<file path="config.mk">
export PLATFORM = sky130hd
export DESIGN_NAME = cam_addr_filter
export DESIGN_NICKNAME = d
export VERILOG_FILES = /design/src/rtl/cam_filt_pkg.sv /design/src/rtl/cam_load_seq.sv /design/src/rtl/cam_store.sv /design/src/rtl/cam_match.sv /design/src/rtl/cam_addr_filter.sv
export SDC_FILE = /design/constraint.sdc
export NUM_CORES = 2
export LEC_CHECK = 0
export BUFFER_PORTS_ARGS = -buffer_cell sky130_fd_sc_hd__buf_2
export CAP_MARGIN = 25
export CORE_MARGIN = 4
export CORE_UTILIZATION = 31
export CTS_BUF_LIST = sky130_fd_sc_hd__clkbuf_4 sky130_fd_sc_hd__clkbuf_8
export CTS_CLUSTER_DIAMETER = 120
export DETAILED_ROUTE_END_ITERATION = 10
export SETUP_SLACK_MARGIN = 0.3
export SLEW_MARGIN = 15
export SYNTH_ARGS = -nofsm -noshare
export SYNTH_HDL_FRONTEND = slang
export SYNTH_HIERARCHICAL = 1
export SYNTH_SLANG_ARGS = --single-unit
</file>
<file path="constraint.sdc">
create_clock -name clk_i -period 2.9 [get_ports clk_i]
set_input_delay 0.58 -clock clk_i [delete_from_list [all_inputs] [get_ports clk_i]]
set_output_delay 0.58 -clock clk_i [all_outputs]
set_load 0.02 [all_outputs]
</file>
<file path="src/rtl/cam_filt_pkg.sv">
`timescale 1ns/1ps
package cam_filt_pkg;
  typedef enum logic [1:0] {
    FT_PLAIN = 2'b00,
    FT_MCAST = 2'b01,
    FT_BCAST = 2'b10
  } frame_type_e;

  typedef enum logic [2:0] {
    LD_IDLE,
    LD_SKIP,
    LD_W1,
    LD_W2,
    LD_W3,
    LD_MASK
  } ld_state_e;
endpackage

</file>
<file path="src/rtl/cam_load_seq.sv">
`timescale 1ns/1ps
module cam_load_seq
  import cam_filt_pkg::*;
#(
  parameter int unsigned N_ENTRIES = 16,
  parameter int unsigned WORD_W    = 16,
  parameter int unsigned CNT_W     = 5,
  localparam int unsigned IDX_W    = $clog2(N_ENTRIES),
  localparam int unsigned ENT_W    = 3 * WORD_W
) (
  input  logic                 clk_i,
  input  logic                 rst_ni,
  input  logic                 start_i,
  input  logic [CNT_W-1:0]     count_i,
  input  logic                 word_valid_i,
  input  logic [WORD_W-1:0]    word_data_i,
  output logic                 word_ready_o,
  output logic                 busy_o,
  output logic                 done_o,
  output logic                 ent_we_o,
  output logic [IDX_W-1:0]     ent_idx_o,
  output logic [ENT_W-1:0]     ent_data_o,
  output logic                 mask_we_o,
  output logic [N_ENTRIES-1:0] mask_data_o
);
  ld_state_e           state_q;
  logic [CNT_W-1:0]    cnt_q;
  logic [IDX_W-1:0]    idx_q;
  logic [2*WORD_W-1:0] hold_q;
  logic                done_q;
  logic                acc;

  assign busy_o       = (state_q != LD_IDLE);
  assign word_ready_o = busy_o;
  assign acc          = word_valid_i && word_ready_o;
  assign done_o       = done_q;

  // third address word completes the entry: {w3, w2, w1}, byte 0 in w1[7:0]
  assign ent_we_o    = acc && (state_q == LD_W3);
  assign ent_idx_o   = idx_q;
  assign ent_data_o  = {word_data_i, hold_q};
  assign mask_we_o   = acc && (state_q == LD_MASK);
  assign mask_data_o = N_ENTRIES'(word_data_i);

  always_ff @(posedge clk_i or negedge rst_ni) begin
    if (!rst_ni) begin
      state_q <= LD_IDLE;
      cnt_q   <= '0;
      idx_q   <= '0;
      hold_q  <= '0;
      done_q  <= 1'b0;
    end else begin
      unique case (state_q)
        LD_IDLE: if (start_i) begin
          cnt_q   <= count_i;
          idx_q   <= '0;
          done_q  <= 1'b0;
          state_q <= (count_i == '0) ? LD_MASK : LD_SKIP;
        end
        LD_SKIP: if (acc) state_q <= LD_W1;
        LD_W1: if (acc) begin
          hold_q[WORD_W-1:0] <= word_data_i;
          state_q            <= LD_W2;
        end
        LD_W2: if (acc) begin
          hold_q[2*WORD_W-1:WORD_W] <= word_data_i;
          state_q                   <= LD_W3;
        end
        LD_W3: if (acc) begin
          cnt_q   <= cnt_q - CNT_W'(1);
          idx_q   <= idx_q + IDX_W'(1);
          state_q <= (cnt_q == CNT_W'(1)) ? LD_MASK : LD_SKIP;
        end
        LD_MASK: if (acc) begin
          done_q  <= 1'b1;
          state_q <= LD_IDLE;
        end
        default: state_q <= LD_IDLE;
      endcase
    end
  end

  AST_ENTRY_COUNT_STEP: assert property (@(posedge clk_i) disable iff (!rst_ni)
    ent_we_o |=> (cnt_q == $past(cnt_q) - CNT_W'(1)));
  AST_DONE_ON_MASK: assert property (@(posedge clk_i) disable iff (!rst_ni)
    mask_we_o |=> (done_o && !busy_o));
  AST_START_CLEARS_DONE: assert property (@(posedge clk_i) disable iff (!rst_ni)
    (start_i && !busy_o) |=> (!done_o && busy_o));
endmodule

</file>
<file path="src/rtl/cam_store.sv">
`timescale 1ns/1ps
module cam_store #(
  parameter int unsigned N_ENTRIES = 16,
  parameter int unsigned WORD_W    = 16,
  localparam int unsigned IDX_W    = $clog2(N_ENTRIES),
  localparam int unsigned N_PORTS  = 3,
  localparam int unsigned ENT_W    = N_PORTS * WORD_W
) (
  input  logic                             clk_i,
  input  logic                             rst_ni,
  input  logic                             ent_we_i,
  input  logic [IDX_W-1:0]                 ent_idx_i,
  input  logic [ENT_W-1:0]                 ent_data_i,
  input  logic                             mask_we_i,
  input  logic [N_ENTRIES-1:0]             mask_data_i,
  output logic [N_ENTRIES-1:0][ENT_W-1:0]  entries_o,
  output logic [N_ENTRIES-1:0]             mask_o,
  input  logic                             rd_en_i,
  input  logic [IDX_W-1:0]                 rd_ptr_i,
  input  logic [1:0]                       rd_sel_i,
  output logic [WORD_W-1:0]                rd_data_o
);
  logic [N_ENTRIES-1:0] mask_q;
  logic [ENT_W-1:0]     rd_ent;

  for (genvar e = 0; e < N_ENTRIES; e++) begin : g_ent
    logic [ENT_W-1:0] ent_q;
    always_ff @(posedge clk_i or negedge rst_ni) begin
      if (!rst_ni)                                    ent_q <= '0;
      else if (ent_we_i && ent_idx_i == IDX_W'(e))    ent_q <= ent_data_i;
    end
    assign entries_o[e] = ent_q;
  end

  always_ff @(posedge clk_i or negedge rst_ni) begin
    if (!rst_ni)        mask_q <= '0;
    else if (mask_we_i) mask_q <= mask_data_i;
  end
  assign mask_o = mask_q;

  assign rd_ent = entries_o[rd_ptr_i];

  always_comb begin
    rd_data_o = '0;
    for (int p = 0; p < N_PORTS; p++) begin
      if (rd_en_i && rd_sel_i == 2'(p)) rd_data_o = rd_ent[p*WORD_W +: WORD_W];
    end
  end

  AST_MASK_HOLD: assert property (@(posedge clk_i) disable iff (!rst_ni)
    !mask_we_i |=> $stable(mask_o));
  AST_ENTRY_WRITE: assert property (@(posedge clk_i) disable iff (!rst_ni)
    ent_we_i |=> (entries_o[$past(ent_idx_i)] == $past(ent_data_i)));
endmodule

</file>
<file path="src/rtl/cam_match.sv">
`timescale 1ns/1ps
module cam_match
  import cam_filt_pkg::*;
#(
  parameter int unsigned N_ENTRIES = 16,
  parameter int unsigned ADDR_W    = 48
) (
  input  logic                             clk_i,
  input  logic                             rst_ni,
  input  logic                             start_i,
  input  logic [ADDR_W-1:0]                addr_i,
  input  logic                             prom_i,
  input  logic                             allmc_i,
  input  logic                             bcast_i,
  input  logic [N_ENTRIES-1:0][ADDR_W-1:0] entries_i,
  input  logic [N_ENTRIES-1:0]             mask_i,
  output logic                             valid_o,
  output logic                             accept_o,
  output logic [1:0]                       type_o
);
  logic [N_ENTRIES-1:0] hit_vec;
  logic s1_v, s1_hit, s1_grp, s1_ones, s1_prom, s1_allmc, s1_bcast;
  logic        acc_q;
  frame_type_e typ_q;
  logic        acc_d;
  frame_type_e typ_d;

  for (genvar g = 0; g < N_ENTRIES; g++) begin : g_cmp
    assign hit_vec[g] = mask_i[g] && (entries_i[g] == addr_i);
  end

  always_ff @(posedge clk_i or negedge rst_ni) begin
    if (!rst_ni) begin
      s1_v <= 1'b0; s1_hit <= 1'b0; s1_grp <= 1'b0; s1_ones <= 1'b0;
      s1_prom <= 1'b0; s1_allmc <= 1'b0; s1_bcast <= 1'b0;
    end else begin
      s1_v     <= start_i;
      s1_hit   <= |hit_vec;
      s1_grp   <= addr_i[0];
      s1_ones  <= &addr_i;
      s1_prom  <= prom_i;
      s1_allmc <= allmc_i;
      s1_bcast <= bcast_i;
    end
  end

  // fixed priority: promiscuous, all-multicast, broadcast, CAM
  always_comb begin
    acc_d = 1'b0;
    typ_d = FT_PLAIN;
    if (s1_prom && !s1_grp)       acc_d = 1'b1;
    else if (s1_allmc && s1_grp) begin acc_d = 1'b1; typ_d = FT_MCAST; end
    else if (s1_bcast && s1_ones) begin acc_d = 1'b1; typ_d = FT_BCAST; end
    else if (s1_hit)              acc_d = 1'b1;
  end

  always_ff @(posedge clk_i or negedge rst_ni) begin
    if (!rst_ni) begin
      valid_o <= 1'b0;
      acc_q   <= 1'b0;
      typ_q   <= FT_PLAIN;
    end else begin
      valid_o <= s1_v;
      acc_q   <= acc_d;
      typ_q   <= typ_d;
    end
  end

  assign accept_o = acc_q;
  assign type_o   = typ_q;

  AST_RESULT_LATENCY: assert property (@(posedge clk_i) disable iff (!rst_ni)
    start_i |=> ##1 valid_o);
  AST_NO_SPURIOUS_VALID: assert property (@(posedge clk_i) disable iff (!rst_ni)
    valid_o |-> $past(start_i, 2));
  AST_REJECT_IS_PLAIN: assert property (@(posedge clk_i) disable iff (!rst_ni)
    (valid_o && !accept_o) |-> (type_o == FT_PLAIN));
endmodule

</file>
<file path="src/rtl/cam_addr_filter.sv">
`timescale 1ns/1ps
module cam_addr_filter
  import cam_filt_pkg::*;
#(
  parameter int unsigned N_ENTRIES = 16,
  parameter int unsigned WORD_W    = 16,
  parameter int unsigned CNT_W     = 5,
  localparam int unsigned IDX_W    = $clog2(N_ENTRIES),
  localparam int unsigned ADDR_W   = 3 * WORD_W
) (
  input  logic              clk_i,
  input  logic              rst_ni,
  input  logic              reset_mode_i,
  input  logic              prom_i,
  input  logic              allmc_i,
  input  logic              bcast_i,
  input  logic [ADDR_W-1:0] dst_addr_i,
  input  logic              start_i,
  output logic              valid_o,
  output logic              accept_o,
  output logic [1:0]        type_o,
  input  logic              load_start_i,
  input  logic [CNT_W-1:0]  load_count_i,
  input  logic              word_valid_i,
  input  logic [WORD_W-1:0] word_data_i,
  output logic              word_ready_o,
  output logic              load_busy_o,
  output logic              load_done_o,
  input  logic [1:0]        port_sel_i,
  input  logic [IDX_W-1:0]  port_ptr_i,
  output logic [WORD_W-1:0] port_data_o
);
  logic                             ent_we;
  logic [IDX_W-1:0]                 ent_idx;
  logic [ADDR_W-1:0]                ent_data;
  logic                             mask_we;
  logic [N_ENTRIES-1:0]             mask_data;
  logic [N_ENTRIES-1:0][ADDR_W-1:0] entries;
  logic [N_ENTRIES-1:0]             mask;

  cam_load_seq #(.N_ENTRIES(N_ENTRIES), .WORD_W(WORD_W), .CNT_W(CNT_W)) u_load (
    .clk_i, .rst_ni,
    .start_i      (load_start_i),
    .count_i      (load_count_i),
    .word_valid_i,
    .word_data_i,
    .word_ready_o,
    .busy_o       (load_busy_o),
    .done_o       (load_done_o),
    .ent_we_o     (ent_we),
    .ent_idx_o    (ent_idx),
    .ent_data_o   (ent_data),
    .mask_we_o    (mask_we),
    .mask_data_o  (mask_data)
  );

  cam_store #(.N_ENTRIES(N_ENTRIES), .WORD_W(WORD_W)) u_store (
    .clk_i, .rst_ni,
    .ent_we_i    (ent_we),
    .ent_idx_i   (ent_idx),
    .ent_data_i  (ent_data),
    .mask_we_i   (mask_we),
    .mask_data_i (mask_data),
    .entries_o   (entries),
    .mask_o      (mask),
    .rd_en_i     (reset_mode_i),
    .rd_ptr_i    (port_ptr_i),
    .rd_sel_i    (port_sel_i),
    .rd_data_o   (port_data_o)
  );

  cam_match #(.N_ENTRIES(N_ENTRIES), .ADDR_W(ADDR_W)) u_match (
    .clk_i, .rst_ni,
    .start_i,
    .addr_i    (dst_addr_i),
    .prom_i,
    .allmc_i,
    .bcast_i,
    .entries_i (entries),
    .mask_i    (mask),
    .valid_o,
    .accept_o,
    .type_o
  );

  AST_READBACK_GATED: assert property (@(posedge clk_i) disable iff (!rst_ni)
    !reset_mode_i |-> (port_data_o == '0));
endmodule

</file>
==> results.sh <==
export IMPL_setup_violations_final=16
export IMPL_synth_edf_count=0
export IMPL_worst_pin_slew_ns=1.13
export IMPL_critPathRequiredTime_ns=2.32
export IMPL_ys_seq_area_share_pct=44.2
export IMPL_fin_skew_ns=0.0747
export IMPL_place_area_um2=55900
export IMPL_rsz0062_at_grt="yes"
export IMPL_grt_overflow_total=0
export IMPL_cts_max_level=4
export IMPL_synth_top_area_cell="dfrtp_1"
export IMPL_initial_utilization_pct=31.2
export IMPL_synth_compound_area_share_pct=2.78
export IMPL_fin_crit_ns=3.70
export IMPL_hold_viol=0
export IMPL_core_area_um2=152000
export IMPL_irDropWorstVdd_v=0.000460
export IMPL_worstReg2RegEnd="u_match/s1_hit"
export IMPL_drive_gt1_share_pct=53.2
export IMPL_grt_max_degree=117
export IMPL_cpPeakStageDelay_ns=0.64
export IMPL_dp_hpwl_um=210000
export IMPL_antenna_found_initial=33
export IMPL_stdcell_area_um2=60600
export IMPL_r2r_start="u_store/g_ent[14].ent_q[46]"
export IMPL_utilization_pct=39.9
export IMPL_syn_inst=3582
export IMPL_synth_simple_area_share_pct=5.04
export IMPL_final_cells=6604
export IMPL_synth_top_area_share_pct=44.2
export IMPL_ios=107
export IMPL_drcViolationCount=0
export IMPL_syn_cell_area_um2=47500
export IMPL_leakage_nw=28.4
export IMPL_max_cap_viol_count=0
export IMPL_yosysWarnings=6
export IMPL_dieArea_um2=160000
export IMPL_path_max_fanout=3
export IMPL_synth_fa_ha_area_share_pct=0.0790
export IMPL_dr_pass1_iters=5
export IMPL_relSlewSlack_pct=24.6
export IMPL_crit_chain="mux4_2 -> mux4_2 -> o22a_4 -> buf_6"
export IMPL_violations="setup timing"
export IMPL_start_kind="flip-flop"
export IMPL_worstSetupEndpointType="output pin"
export IMPL_r2r_slack_ns=0.21
export IMPL_clkTransAtPathRegs_ns=0.07
export IMPL_syn_nets=3669
export IMPL_synth_ff_type="dfrtp_1"
export IMPL_worst_path_max_delay_cell="mux4_2"
export IMPL_syn_to_final_growth_pct=27.6
export IMPL_die_height_um=399
export IMPL_ys_ff_latch=840
export IMPL_layout_nets=4527
export IMPL_dp_cells=6217
export IMPL_num_rows=143
export IMPL_timing_final_ws_setup_ns=-0.796
export IMPL_synth_area_leaders="dfrtp_1 (44%), mux2_2 (19%), mux4_2 (8.8%), xor2_1 (7.8%), xnor2_1 (5.6%)"
export IMPL_crit_type="flip-flop to output pin"
export IMPL_portBuffers=106
export IMPL_ys_types=67
export IMPL_grtUsageTotal_pct=33.6
export IMPL_critPathBufInv=1
export IMPL_routabilityCongestion=1.08
export IMPL_die_width_um=399
export IMPL_period_share_pct=127
export IMPL_critPathLaunch="u_store/g_ent[0].ent_q[43]"
export IMPL_crit_arrival_ns=3.12
export IMPL_hp_class="primary input to flip-flop"
export IMPL_max_freq_mhz=271
export IMPL_path_common_cell="mux4_2"
export IMPL_status="finished, violations left"
export IMPL_cts_tree="done"
export IMPL_yosysMostFrequentCell="dfrtp_1"
export IMPL_async_flop_share_pct=100
export IMPL_drv_slew=0
export IMPL_whs_path_depth=3
export IMPL_clock_sinks=840
export IMPL_grt_pass1_wl_um=355000
export IMPL_synthMuxAreaShare_pct=29.5
export IMPL_wire_per_inst_um=41.1
export IMPL_hold_path_startpoint="word_valid_i"
export IMPL_ant_nets=0
export IMPL_clk_path_buf_depth=3
export IMPL_synth_xor_area_share_pct=13.4
export IMPL_worstSkewPairLatency_ns=0.96
export IMPL_synth_top_family_by_area="multiplexers"
export IMPL_min_to="u_load/cnt_q[0]"
export IMPL_power_density_nw_per_um2=617
export IMPL_ys_top_cells_by_count="dfrtp_1 (840), mux2_2 (816), xor2_1 (421), xnor2_1 (305), mux4_2 (185)"
export IMPL_fin_setup_tns_ns=-9.06
export IMPL_cts_buffers=156
export IMPL_cts_root_buf="clkbuf_8"
export IMPL_crit_family="multiplexers"
export IMPL_first_iter_violations=5510
export IMPL_drt_vias_per_instance=5.84
export IMPL_grt_pass1_vias=37000
export IMPL_vias=38500
export IMPL_routed_wl_um=272000
export IMPL_syn_avg_cell_area_um2=13.3
export IMPL_reg2regPathDepth=10
==> layer usage <==
metal | part of all wire (%) | up-vias | track usage [%]
li1 | - | 14800 | -
met1 | 40 | 20400 | 45.3
met2 | 41 | 2743 | 47.6
met3 | 12 | 605 | 10.6
met4 | 6.7 | 18 | 18.5
met5 | 0.046 | - | 0
==> worst register-to-register path: stages (launching register included) <==
cell,delay (ns)
dfrtp_1,0.41
buf_4,0.14
buf_4,0.14
xor2_1,0.18
nor4_1,0.51
nand4_1,0.39
nor4_1,0.38
buf_4,0.16
nor4_2,0.04
nand4_1,0.14
buf_4,0.14
==> worst max-delay path by stage <==
stage                       to  slack [ns]  depth (start not counted)
6_report       port_data_o[11]       -0.80                          4
5_1_grt        port_data_o[11]       -0.80                          4
4_1_cts        port_data_o[11]       -0.84                          4
3_5_place_dp    port_data_o[9]       -0.63                          9
3_3_place_gp    port_data_o[3]       -0.65                          9
2_1_floorplan  port_data_o[10]        0.15                          6
==> kinds of logic (layout without fill, tap and decap cells) <==
logic type	count (synthesis)	count (layout)
AOI/OAI and AO/OA	175	175
xor gates and xnor gates	726	726
adders and majority gates	3	3
buffers and inverters	373	1346
DFF	840	840
muxes	1068	1068
other	0	19
and+or+nand+nor	397	397
==> power by group <==
part	total, mW	switching (mW)	internal, mW	leakage, nW
Sequential	15.7	2.73	13.0	11.5
Clock	12.9	5.75	7.12	1.82
Combinational	8.86	4.91	3.95	15.1
==> state kept, by name, indices dropped and copies added, names as in the netlist, 2 cells and up <==
name,flops
u_match/type_o,2
u_load/cnt_q,5
u_store/mask_o,16
u_load/ent_idx_o,4
u_store/g_ent.ent_q,768
u_load/hold_q,32
u_load/state_q,3
==> placed cells by master, fill, tap and decap left out, drive strengths merged, types with 6 or more instances in the layout <==
cell         Yosys  routed
mux2i           67      67
diode            0      19
nand3b           8       8
clkbuf          95     236
and2             6       6
nor2            32      32
dlygate4sd3      0      11
o22a            15      15
nand4          109     109
clkinv           0      25
nor3            16      16
a22oi           44      44
inv             37      44
mux4           185     185
xor2           421     421
a221oi          14      14
nor2b            9       9
buf            241    1024
nor3b            9       9
nor4           129     129
nand2           22      22
o211ai          15      15
dfrtp          840     840
a21oi           13      13
nand3           26      26
xnor2          305     305
o21ai           17      17
mux2           816     816
a211oi          13      13
o22ai           13      13
==> layout make-up <==
class	instances	area [µm²]
multi-input combinational	2369	24600
timing repair buffer	1036	8780
fill	14700	91500
clock inverter	38	443
sequential	840	21100
antenna	19	47.5
inverter	37	139
tap	2030	2540
clock buffer	235	3000
==> repair_timing <==
item | in CTS | in global routing
gates resized for setup | 111 | 27
setup endpoints to repair | 19 | 18
pin swaps | 26 | 22
hold buffers | 11 | 0
buffers inserted | 63 | 21
endpoints found under the hold margin | 209 | 0
==> through the flow <==
step           total power, mW  hold slack [ns]  worst slack (ns)
2_1_floorplan             18.5            0.284             0.152
3_3_place_gp              23.9            0.335            -0.647
3_5_place_dp              24.0            0.337            -0.631
4_1_cts                   37.1           0.0233            -0.844
5_1_grt                   38.3           0.0709            -0.796
6_report                  37.4           0.0887            -0.796
(Power assumes the default switching activity.)
